**config.mk**
```make
export PLATFORM = sky130hd
export DESIGN_NAME = vend_unit
export DESIGN_NICKNAME = d
export VERILOG_FILES = /design/src/rtl/vend_pkg.sv /design/src/rtl/vend_table.sv /design/src/rtl/vend_control.sv /design/src/rtl/vend_datapath.sv /design/src/rtl/vend_unit.sv
export SDC_FILE = /design/constraint.sdc
export NUM_CORES = 1
export LEC_CHECK = 0
export ABC_AREA = 1
export BUFFER_PORTS_ARGS = -buffer_cell sky130_fd_sc_hd__buf_2
export CORE_MARGIN = 2
export CORE_UTILIZATION = 46
export DETAILED_ROUTE_END_ITERATION = 7
export GPL_ROUTABILITY_DRIVEN = 0
export PLACE_DENSITY = 0.82
export RECOVER_POWER = 50
export SLEW_MARGIN = 20
export SYNTH_ARGS = -nofsm -noshare
export SYNTH_HDL_FRONTEND = slang
export SYNTH_HIERARCHICAL = 1
export SYNTH_SLANG_ARGS = --single-unit
```
**constraint.sdc**
```tcl
create_clock -name clk -period 2.7 [get_ports clk]
set_clock_uncertainty 0.1 [all_clocks]
set_input_delay 0.27 -clock clk [delete_from_list [all_inputs] [get_ports clk]]
set_output_delay 0.27 -clock clk [all_outputs]
set_load 0.05 [all_outputs]
```
**src/rtl/vend_pkg.sv**
```systemverilog
package vend_pkg;
  localparam int PriceCoins = 3;
  localparam int CountW     = $clog2(PriceCoins + 1);
  localparam int AddrW      = CountW + 3;
  localparam int TableDepth = 2 ** AddrW;

  typedef logic [CountW-1:0] count_t;

  typedef struct packed {
    count_t nextCount;
    logic   refund;
    logic   dispense;
  } strobe_t;

  // Table contents: address = {count, coin, refund, validSel}
  function automatic strobe_t lookupEntry(logic [AddrW-1:0] addr);
    strobe_t e;
    count_t  cnt;
    logic    coin, refund, valid;
    cnt    = addr[AddrW-1:3];
    coin   = addr[2];
    refund = addr[1];
    valid  = addr[0];
    e = '0;
    if (refund && cnt != '0) begin
      e.nextCount = '0;
      e.refund    = 1'b1;
    end else if (cnt == count_t'(PriceCoins)) begin
      e.dispense  = valid;
      e.refund    = coin;
      e.nextCount = valid ? '0 : cnt;
    end else begin
      e.nextCount = coin ? count_t'(cnt + 1'b1) : cnt;
    end
    return e;
  endfunction
endpackage

```
**src/rtl/vend_table.sv**
```systemverilog
module vend_table
  import vend_pkg::*;
(
  input  logic [AddrW-1:0] addr,
  output strobe_t          entry
);
  strobe_t romData [TableDepth];

  for (genvar g = 0; g < TableDepth; g++) begin : g_rom
    assign romData[g] = lookupEntry(AddrW'(g));
  end

  assign entry = romData[addr];
endmodule

```
**src/rtl/vend_control.sv**
```systemverilog
module vend_control
  import vend_pkg::*;
#(
  parameter int NumSel = 10,
  localparam int IdxW  = $clog2(NumSel)
) (
  input  logic              clk,
  input  logic              rstN,
  input  count_t            coinCount,
  input  logic              coinPulse,
  input  logic              refundBtn,
  input  logic [NumSel-1:0] selBtn,
  input  logic [NumSel-1:0] soldOut,
  output strobe_t           ctrl,
  output logic [IdxW-1:0]   selIdx
);
  logic validSel;

  // lowest-numbered stocked selection wins
  always_comb begin
    validSel = 1'b0;
    selIdx   = '0;
    for (int i = NumSel - 1; i >= 0; i--) begin
      if (selBtn[i] && !soldOut[i]) begin
        validSel = 1'b1;
        selIdx   = IdxW'(i);
      end
    end
  end

  vend_table u_table (
    .addr  ({coinCount, coinPulse, refundBtn, validSel}),
    .entry (ctrl)
  );

  AST_COIN_STEP: assert property (@(posedge clk) disable iff (!rstN)
    coinPulse && !refundBtn && coinCount != count_t'(PriceCoins)
    |=> coinCount == count_t'($past(coinCount) + 1'b1));

  AST_REFUND_EMPTIES: assert property (@(posedge clk) disable iff (!rstN)
    refundBtn && coinCount != '0 |=> coinCount == '0);

  AST_EXTRA_COIN_KEEPS: assert property (@(posedge clk) disable iff (!rstN)
    coinPulse && !refundBtn && !validSel && coinCount == count_t'(PriceCoins)
    |=> coinCount == count_t'(PriceCoins));

  AST_SOLDOUT_HOLDS: assert property (@(posedge clk) disable iff (!rstN)
    !refundBtn && !validSel && coinCount == count_t'(PriceCoins)
    |=> coinCount == count_t'(PriceCoins));
endmodule

```
**src/rtl/vend_datapath.sv**
```systemverilog
module vend_datapath
  import vend_pkg::*;
#(
  parameter int NumSel = 10,
  localparam int IdxW  = $clog2(NumSel)
) (
  input  logic              clk,
  input  logic              rstN,
  input  strobe_t           ctrl,
  input  logic [IdxW-1:0]   selIdx,
  output count_t            coinCount,
  output logic [NumSel-1:0] releaseStrobe,
  output logic              refundStrobe
);
  always_ff @(posedge clk) begin
    if (!rstN) begin
      coinCount     <= '0;
      releaseStrobe <= '0;
      refundStrobe  <= 1'b0;
    end else begin
      coinCount     <= ctrl.nextCount;
      refundStrobe  <= ctrl.refund;
      releaseStrobe <= ctrl.dispense ? (NumSel'(1) << selIdx) : '0;
    end
  end

  AST_RELEASE_ONEHOT: assert property (@(posedge clk) disable iff (!rstN)
    $onehot0(releaseStrobe));

  AST_RELEASE_SINGLE: assert property (@(posedge clk) disable iff (!rstN)
    |releaseStrobe |=> releaseStrobe == '0);

  AST_RELEASE_CLEARS: assert property (@(posedge clk) disable iff (!rstN)
    |releaseStrobe |-> coinCount == '0);

  AST_NO_FREE_DRINK: assert property (@(posedge clk) disable iff (!rstN)
    |releaseStrobe |-> $past(coinCount) == count_t'(PriceCoins));
endmodule

```
**src/rtl/vend_unit.sv**
```systemverilog
module vend_unit
  import vend_pkg::*;
#(
  parameter int NumSel = 10,
  localparam int IdxW  = $clog2(NumSel)
) (
  input  logic              clk,
  input  logic              rstN,
  input  logic              coinPulse,
  input  logic              refundBtn,
  input  logic [NumSel-1:0] selBtn,
  input  logic [NumSel-1:0] soldOut,
  output logic [NumSel-1:0] releaseStrobe,
  output logic              refundStrobe
);
  strobe_t         ctrl;
  logic [IdxW-1:0] selIdx;
  count_t          coinCount;

  vend_control #(.NumSel(NumSel)) u_control (
    .clk       (clk),
    .rstN      (rstN),
    .coinCount (coinCount),
    .coinPulse (coinPulse),
    .refundBtn (refundBtn),
    .selBtn    (selBtn),
    .soldOut   (soldOut),
    .ctrl      (ctrl),
    .selIdx    (selIdx)
  );

  vend_datapath #(.NumSel(NumSel)) u_datapath (
    .clk           (clk),
    .rstN          (rstN),
    .ctrl          (ctrl),
    .selIdx        (selIdx),
    .coinCount     (coinCount),
    .releaseStrobe (releaseStrobe),
    .refundStrobe  (refundStrobe)
  );

  AST_REFUND_BEATS_SELECT: assert property (@(posedge clk) disable iff (!rstN)
    refundStrobe && $past(refundBtn) |-> releaseStrobe == '0);
endmodule

```
==> results_dict.tcl, run 1 <==
set metrics [dict create \
    status "finished clean" \
    worstMarginPinSlew_ns 0.593 \
    worstSkewPairLatency_ns 0.26 \
    die_h_um 41.9 \
    wirelength_mm 1.28 \
    synth_area_leaders "dfxtp_1 (39%), nand2_1 (17%), inv_1 (11%), nor2_1 (10%), nand2_2 (5.7%)" \
    synth_top_area_cell "dfxtp_1" \
    synth.distinct_cells 15 \
    wl_per_cell_um 8.08 \
    total_power_uw 380 \
    layout-drive-gt1-share_pct 25.2 \
    avgSynthCellArea_um2 6.29 \
    cpMaxStageDelayCell "clkbuf_1" \
    yosysMostFrequentCell "nand2_1" \
    fp.dieW_um 41.9 \
    cts_htree_levels 1 \
    maxCapViolations 0 \
    path_clk_slew_ns 0.07 \
    cts_sinks 13 \
    vias 710 \
    critPathMaxStageDelay_ns 0.46 \
    via_per_inst 4.49 \
    max-vdd-ir-drop_mv 0.154 \
    nNetsFinal 168 \
    drv_slew 0 \
    rr_startpoint "u_datapath/coinCount[0]" \
    antenna_found_initial 0 \
    p_leak_nw 0.478 \
    hold_viol 0 \
    antenna-diode-count 0 \
    endpoint "releaseStrobe[6]" \
    synth_flop_cell "dfxtp_1" \
    ios 35 \
    min_path_cells 3 \
    synth-edff-count 0 \
    synth_cells 105 \
    die_area_um2 1760 \
    p_per_area_nw_per_um2 441 \
    netlist_area_um2 661 \
    critical-path-top-delay-family "buffers and inverters" \
    rsz0062_at_grt "false" \
    crit_cells 1 \
    cts_hold_buffers 0 \
    core-area_um2 1320 \
    setup_viol 0 \
    crit_path_start "u_datapath/releaseStrobe[6]" \
    regToRegSetupSlack_ns 1.32 \
    cts_tree "built" \
    postCtsSetupBuffers 0 \
    utilization_pct 65.4 \
    multi_input_area_um2 329 \
    crit_path_max_fanout 1 \
    tns_ns 0 \
    grt_pass1_vias 586 \
    crit_required_ns 2.33 \
    async_flop_share_pct 0 \
    start_kind "flip-flop" \
    drtIter0Drc 11 \
    area_growth_pct 30.5 \
    cts_resized 0 \
    synth_commonest_cells "nand2_1 (30), inv_1 (19), nor2_1 (18)" \
    ys_warn_count 6 \
    portBuffers 34 \
    initial_core_util_pct 50.1 \
    root_buffer "clkbuf_4" \
    rows 13 \
    dp_hpwl_mm 1.08 \
    synth_seq_cells 13 \
    slew_headroom_pct 60.6 \
    final-seq-area_um2 260 \
    fmax_mhz 707 \
    worst-path-buf-inv 1 \
    numCtsBuffers 3 \
    cp_cell_sequence "clkbuf_1" \
    hold_ws_ns 0.138 \
    grt_pass1_wl_mm 2.07 \
    fill_cells 132 \
    worstSetupPathType "flip-flop to primary output" \
    drc 0 \
    r2r-end "u_datapath/releaseStrobe[0]" \
    ant_nets 0 \
    grt-ovfl-total 0 \
    holdCritPathClass "input pin to flip-flop" \
    cts_buffer_depth 2 \
    finalCriticalPeriod_ns 1.41 \
    cp.arrival_ns 1.04 \
    end_kind "primary output" \
    dr.pass1.iters 4 \
    fin_crit_sh_pct 52.4 \
    synth_top_area_share_pct 39.4 \
    gr-usage-all-layers_pct 15.4 \
    ys_seq_area_share_pct 39.4 \
    reg2reg_depth 6 \
    grt_max_degree 9 \
    synth_fp_nets 129 \
]
==> tightest hold or removal path, delay by kind of cell <==
| kind | cells | cell delay (ns) |
|---|---|---|
| AND/OR/NAND/NOR | 1 | 0.05 |
| buffers and inverters | 2 | 0.15 |
==> how the worst min path moves through the flow <==
stage                     start                 endpoint  slack [ns]
after floorplan            rstN  u_datapath/coinCount[0]        0.26
after global placement     rstN  u_datapath/coinCount[0]        0.41
after detailed placement   rstN  u_datapath/coinCount[1]        0.42
after CTS                  rstN  u_datapath/coinCount[1]        0.13
after global routing       rstN  u_datapath/coinCount[1]        0.16
final                      rstN  u_datapath/coinCount[1]        0.14
==> through the flow <==
| step | setup WS (ns) | instance area (um2) | cells |
|---|---|---|---|
| 4_1_cts | 1.32 | 876 | 158 |
| 2_1_floorplan | 1.33 | 661 | 105 |
| 5_1_grt | 1.15 | 862 | 158 |
| 6_report | 1.29 | 862 | 158 |
| 3_3_place_gp | 1.12 | 850 | 154 |
| 3_5_place_dp | 1.09 | 850 | 154 |
==> cell families after synthesis <==
group / Yosys count / synth area share [%]
AND/OR/NAND/NOR: 65 / 43.0
buffers and inverters: 19 / 10.8
flip-flops: 13 / 39.4
AO/OA/AOI/OAI: 8 / 6.82
==> cell type report <==
type                    instances  area share [%]
flip-flops and latches         13            30.2
multi-input cells              73            38.2
well taps                      15            2.18
clock buffers                   4            3.05
repair buffers                 34            18.1
inverters                      19            8.27
==> power breakdown <==
group / switching (mW) / total [mW] / internal (mW)
combinational: 0.0430 / 0.0725 / 0.0296
clock: 0.0525 / 0.110 / 0.0571
sequential: 0.00373 / 0.198 / 0.194
==> metal layers <==
layer / up-vias / global-route usage (%) / wire [um] / share of wire [%]
met1: 295 / 15.7 / 538 / 42
met2: 23 / 27.5 / 646 / 51
li1: 390 / - / - / -
met5: - / 0 / 0 / 0
met4: 0 / 12.9 / 8 / 0.63
met3: 2 / 1.74 / 84 / 6.6
==> cell usage in the layout (no fill, tap or decap), types with 2 or more instances in the layout <==
cell	synthesis	layout
nand2_2	6	6
nand3_1	5	5
inv_1	19	19
clkbuf_1	0	12
clkbuf_4	0	3
nand2_1	30	30
dfxtp_1	13	13
nor2_1	18	18
o21ai_0	4	4
buf_2	0	23
nor2_2	2	2
nor3_1	2	2
==> registers in the layout, indices dropped and copies added, names as in the netlist <==
name                      count
u_datapath/coinCount          2
u_datapath/refundStrobe       1
u_datapath/releaseStrobe     10
(Power assumes the default switching activity.)
==> inputs of run 2 (changes only) <==
- ABC_AREA: 1 -> 0
- CORE_UTILIZATION: 46 -> 38
- PLACE_DENSITY: 0.82 -> 0.72
- clock period: 2.7 -> 1.1 ns (I/O delays scaled with it)
==> results_dict.tcl, run 2 <==
set metrics [dict create \
    synth_cells 72 \
    cp.arrival_ns 1.23 \
    synth_flop_cell "dfxtp_1" \
    dp_hpwl_mm 1.16 \
    fp.dieW_um 45.3 \
    initial_core_util_pct 41.7 \
    layout-drive-gt1-share_pct 67.2 \
    root_buffer "clkbuf_4" \
    portBuffers 34 \
    nNetsFinal 156 \
    cpMaxStageDelayCell "dfxtp_4" \
    cts_buffer_depth 2 \
    antenna-diode-count 0 \
    regToRegSetupSlack_ns -0.04 \
    worstSkewPairLatency_ns 0.26 \
    grt_pass1_wl_mm 2.37 \
    p_per_area_nw_per_um2 916 \
    fin_area_um2 1180 \
    synth_commonest_cells "dfxtp_1 (13), nand2b_1 (11), nor2_1 (9)" \
    crit_required_ns 1.19 \
    critPathMaxStageDelay_ns 0.37 \
    grt-ovfl-total 0 \
    ios 35 \
    synth_area_leaders "dfxtp_1 (40%), nand2b_1 (11%), nor2_1 (5.2%), nor3_2 (4.6%), and2_2 (3.5%)" \
    cts_htree_levels 1 \
    worstMarginPinSlew_ns 0.276 \
    drc 0 \
    r2r-end "u_datapath/releaseStrobe[8]" \
    endpoint "u_datapath/releaseStrobe[8]" \
    max-vdd-ir-drop_mv 0.434 \
    die_area_um2 2060 \
    placed_cell_area_um2 1050 \
    wirelength_mm 1.61 \
    largest_reg_flops 10 \
    holdCritPathClass "input pin to flip-flop" \
    fill_cells 114 \
    worstSetupPathType "flip-flop to flip-flop" \
    antenna_found_initial 0 \
    grt_max_degree 8 \
    setup_viol 7 \
    drv_slew 0 \
    ant_nets 0 \
    cts_sinks 13 \
    fmax_mhz 878 \
    top_regs "u_datapath/releaseStrobe (10), u_datapath/coinCount (2), u_datapath/refundStrobe (1)" \
    crit_path_start "u_datapath/coinCount[0]" \
    async_flop_share_pct 0 \
    top_register "u_datapath/releaseStrobe" \
    synth_seq_cells 13 \
    status "finished, violations left" \
    drtIter0Drc 8 \
    p_leak_nw 0.602 \
    gr-usage-all-layers_pct 16.0 \
    end_kind "flip-flop" \
    maxCapViolations 0 \
    via_per_inst 4.97 \
    slew_headroom_pct 81.7 \
    rows 14 \
    die_h_um 45.3 \
    rsz0062_at_grt "true" \
    cts_tree "built" \
    hold_ws_ns 0.0896 \
    numCtsBuffers 3 \
    vias 730 \
    layout_common_cells "buf_2 (27), buf_4 (20), dfxtp_1 (11), nand2b_4 (9), nor2_1 (6)" \
    final_common_cell "buf_2" \
    netlist_area_um2 649 \
    hold_viol 0 \
    rr_startpoint "u_datapath/coinCount[0]" \
    core-area_um2 1560 \
    synth_top_area_share_pct 40.1 \
    cp_cell_sequence "and4b_2, nand4b_1, nor3_2" \
    dr.pass1.iters 4 \
    crit_path_max_fanout 5 \
    grt_pass1_vias 638 \
    start_kind "flip-flop" \
    path_clk_slew_ns 0.07 \
    synth_fp_nets 96 \
    wl_per_cell_um 10.9 \
    yosysMostFrequentCell "dfxtp_1" \
    finalWorstSetupSlack_ns -0.0384 \
    ys_seq_area_share_pct 40.1 \
    cts_hold_buffers 0 \
    synth.distinct_cells 26 \
    avgSynthCellArea_um2 9.02 \
    synth-edff-count 0 \
    synth_top_area_cell "dfxtp_1" \
    finalCriticalPeriod_ns 1.14 \
    reg2reg_depth 3 \
    fin_crit_sh_pct 103 \
    area_growth_pct 81.3 \
    violations "setup timing" \
    ys_warn_count 6 \
]
## run 2: cell count changes in the layout (fill, tap and decap cells not counted), sizes merged, moves of 3 or more
cell / before / now
o21ai: 5 / 1
nand3: 5 / 1
nor2b: 0 / 3
and2: 0 / 3
nand2: 37 / 5
clkbuf: 15 / 9
nor2: 20 / 9
nand2b: 0 / 11
inv: 19 / 3
buf: 23 / 50
## run 2: cells by family after synthesis
family          count (synthesis)  synth area share [%]
compound gates                 10                  12.3
buf+inv                         3                  1.73
mux                             1                  1.54
simple gates                   45                  44.3
flops                          13                  40.1
## run 2: area by class of cell
class	count	area (um2)	area share (%)
Clock buffer	4	26.3	2.23
Inverter	3	11.3	0.956
Multi-Input combinational cell	56	508	43.1
Sequential cell	13	268	22.7
Tap cell	16	20.0	1.70
Timing Repair Buffer	55	344	29.2
## run 2: per-layer routing
layer | track usage [%] | up-vias | routed length [um]
li1 | - | 369 | -
met1 | 16.3 | 332 | 664
met2 | 30.3 | 27 | 876
met3 | 1.20 | 2 | 51
met4 | 10.6 | 0 | 14
met5 | 0 | - | 0
## run 2: what timing repair did
item	4_1_cts	5_1_grt
resized for setup	4	8
endpoints found under the setup margin	12	13
pin swaps	11	15
endpoints found under the hold margin	0	0
setup buffers	4	3
## run 2: worst min path at each step
stage,start,endpoint,cells after the start,slack [ns]
final,refundBtn,u_datapath/coinCount[1],3,0.09
after global routing,refundBtn,u_datapath/coinCount[1],3,0.10
after detailed placement,refundBtn,u_datapath/coinCount[1],3,0.36
after global placement,refundBtn,u_datapath/coinCount[1],3,0.36
after CTS,refundBtn,u_datapath/coinCount[1],3,0.07
after floorplan,rstN,u_datapath/refundStrobe,1,0.15
## run 2: worst max-delay path: cells and delay by family, from the launching register on
kind / cells / cell delay, ns
DFF: 1 / 0.37
and+or+nand+nor: 3 / 0.60
## run 2: where the power goes
| part | switching, mW | internal (mW) | total (mW) |
|---|---|---|---|
| clock | 0.128 | 0.140 | 0.268 |
| combinational | 0.138 | 0.190 | 0.328 |
| sequential | 0.00710 | 0.475 | 0.482 |
| total | 0.273 | 0.805 | 1.08 |
## run 2: metrics by stage
step	total power [mW]	worst slack [ns]	std cells	util (%)	setup TNS, ns
finish	1.08	-0.0384	147	75.5	-0.142
floorplan	0.638	-0.114	72	-	-0.993
global placement	0.764	-0.269	136	67.7	-2.97
detailed placement	0.772	-0.326	136	67.7	-3.29
global route	1.13	-0.105	147	75.5	-0.832
CTS	1.05	-0.0394	144	71.7	-0.0832
==> inputs of run 3 (changes only) <==
- ABC_AREA: 0 -> 1
==> results_dict.tcl, run 3 (same netlist as run 1, synthesis figures left out) <==
set metrics [dict create \
    nNetsFinal 179 \
    cp_cell_sequence "inv_2, nor3_4, nand2_1, nor2_2, nand2_2, nor2_1" \
    power_frac_clock_pct 27.0 \
    min_to "u_datapath/refundStrobe" \
    core-area_um2 1670 \
    p_sw_uw 286 \
    wl_per_cell_um 7.70 \
    largest_reg_flops 10 \
    cpMaxStageDelayCell "dfxtp_2" \
    crit_cells 6 \
    reg2reg_depth 6 \
    worst-path-buf-inv 1 \
    fin_area_um2 1050 \
    antenna-diode-count 0 \
    start_kind "flip-flop" \
    crit_path_max_fanout 4 \
    top_register "u_datapath/releaseStrobe" \
    drv_slew 0 \
    worstSkewPairLatency_ns 0.27 \
    use_met1_pct 15.4 \
    cts_tree "built" \
    maxCapViolations 0 \
    gr-usage-all-layers_pct 13.9 \
    p_per_area_nw_per_um2 977 \
    fin_crit_sh_pct 101 \
    worstMarginPinSlew_ns 0.277 \
    holdCritPathClass "input pin to flip-flop" \
    layout-drive-gt1-share_pct 55.2 \
    busiest_layer "met2" \
    setup_viol 2 \
    placed_cell_area_um2 978 \
    via_per_inst 4.32 \
    regToRegSetupSlack_ns -0.01 \
    cp.arrival_ns 1.22 \
    p_int_uw 740 \
    status "finished, violations left" \
    fp.dieW_um 45.7 \
    p_leak_nw 0.584 \
    slew_headroom_pct 81.6 \
    hold_viol 0 \
    rsz0062_at_grt "true" \
    drc 0 \
    rr_startpoint "u_datapath/coinCount[0]" \
    wirelength_mm 1.32 \
    grt_pass1_wl_mm 2.11 \
    die_area_um2 2090 \
    dp_hpwl_mm 1.11 \
    cts_sinks 13 \
    ant_nets 0 \
    max-vdd-ir-drop_mv 0.391 \
    ios 35 \
    tns_ns -0.0212 \
    path_clk_slew_ns 0.07 \
    root_buffer "clkbuf_4" \
    portBuffers 34 \
    finalCriticalPeriod_ns 1.11 \
    rows 15 \
    grtUsageMet3_pct 1.19 \
    vias 739 \
    use_met2_pct 24.2 \
    utilization_pct 62.8 \
    switching_share_pct 27.9 \
    p_seq_share_pct 46.9 \
    critPathMaxStageDelay_ns 0.34 \
    grt_pass1_vias 616 \
    cts_buffer_depth 2 \
    layout_common_cells "buf_2 (27), nand2_1 (22), nor2_1 (17), nand2_2 (13)" \
    worstSetupPathType "flip-flop to flip-flop" \
    crit_path_start "u_datapath/coinCount[0]" \
    hp-start "coinPulse" \
    end_kind "flip-flop" \
    grt-ovfl-total 0 \
    finalWorstSetupSlack_ns -0.0147 \
    final_common_cell "buf_2" \
    crit_required_ns 1.20 \
    r2r-end "u_datapath/releaseStrobe[7]" \
    combPwrFrac_pct 26.1 \
    top_regs "u_datapath/releaseStrobe (10), u_datapath/coinCount (2), u_datapath/refundStrobe (1)" \
    violations "setup timing" \
    grt_max_degree 8 \
    initial_core_util_pct 39.6 \
    die_h_um 45.7 \
    numCtsBuffers 3 \
    drtIter0Drc 7 \
    antenna_found_initial 0 \
    min_path_cells 5 \
    cts_htree_levels 1 \
    area_growth_pct 58.9 \
    dr.pass1.iters 4 \
    critical-path-top-delay-family "simple AND/OR/NAND/NOR gates" \
    fmax_mhz 897 \
    total_power_mw 1.03 \
]
[run 3: cell types whose count changed in the layout (fill, tap and decap cells not counted), sizes merged, moves of 3 or more]
cell,previous run,this run
nand2b,11,0
nand3,1,5
nand2,5,37
and2,3,0
nor2,9,20
nor2b,3,0
o21ai,1,5
buf,50,38
inv,3,19
[run 3: power groups by stage]
stage	Sequential, mW	Clock, mW	Combinational (mW)
floorplan	0.501	0	0.126
global placement	0.491	0	0.242
detailed placement	0.491	0	0.248
CTS	0.481	0.287	0.251
global route	0.482	0.303	0.302
finish	0.481	0.277	0.268
[run 3: layout make-up]
type / instances / area, um2
sequential: 13 / 263
inverter: 19 / 96.3
timing repair buffer: 45 / 258
tap: 17 / 21.3
multi-input combinational: 73 / 385
clock buffer: 4 / 26.3
fill: 154 / 621
[run 3: worst reg2reg max path, cell delays in order (launching register included)]
cell     delay [ns]
dfxtp_2        0.34
inv_2          0.05
nor3_4         0.16
nand2_1        0.08
nor2_2         0.13
nand2_2        0.09
nor2_1         0.10
[run 3: repair_timing]
action | 4_1_cts | 5_1_grt
setup endpoints to repair | 8 | 11
setup buffers | 0 | 1
resized for setup | 1 | 9
pin swaps | 1 | 2
hold buffers | 1 | 0
hold endpoints to repair | 3 | 0
[run 3: worst max-delay path by stage]
| stage | endpoint | slack [ns] |
|---|---|---|
| 6_report | u_datapath/releaseStrobe[7] | -0.01 |
| 3_3_place_gp | u_datapath/releaseStrobe[6] | -0.24 |
| 4_1_cts | u_datapath/releaseStrobe[7] | -0.03 |
| 2_1_floorplan | u_datapath/releaseStrobe[5] | -0.01 |
| 5_1_grt | u_datapath/releaseStrobe[0] | -0.08 |
| 3_5_place_dp | u_datapath/releaseStrobe[7] | -0.28 |
[run 3: stage by stage]
stage	hold slack (ns)	setup slack [ns]	instances
final	0.107	-0.0147	171
after global routing	0.145	-0.0781	171
after CTS	0.0965	-0.0262	170
after detailed placement	0.256	-0.280	165
after global placement	0.249	-0.239	165
after floorplan	0.103	-0.0102	105
[run 3: layer usage]
| layer | vias up | share of wire, % |
|---|---|---|
| li1 | 413 | - |
| met1 | 300 | 41 |
| met2 | 26 | 54 |
| met3 | 0 | 5.2 |
| met4 | 0 | 0 |
| met5 | - | 0 |
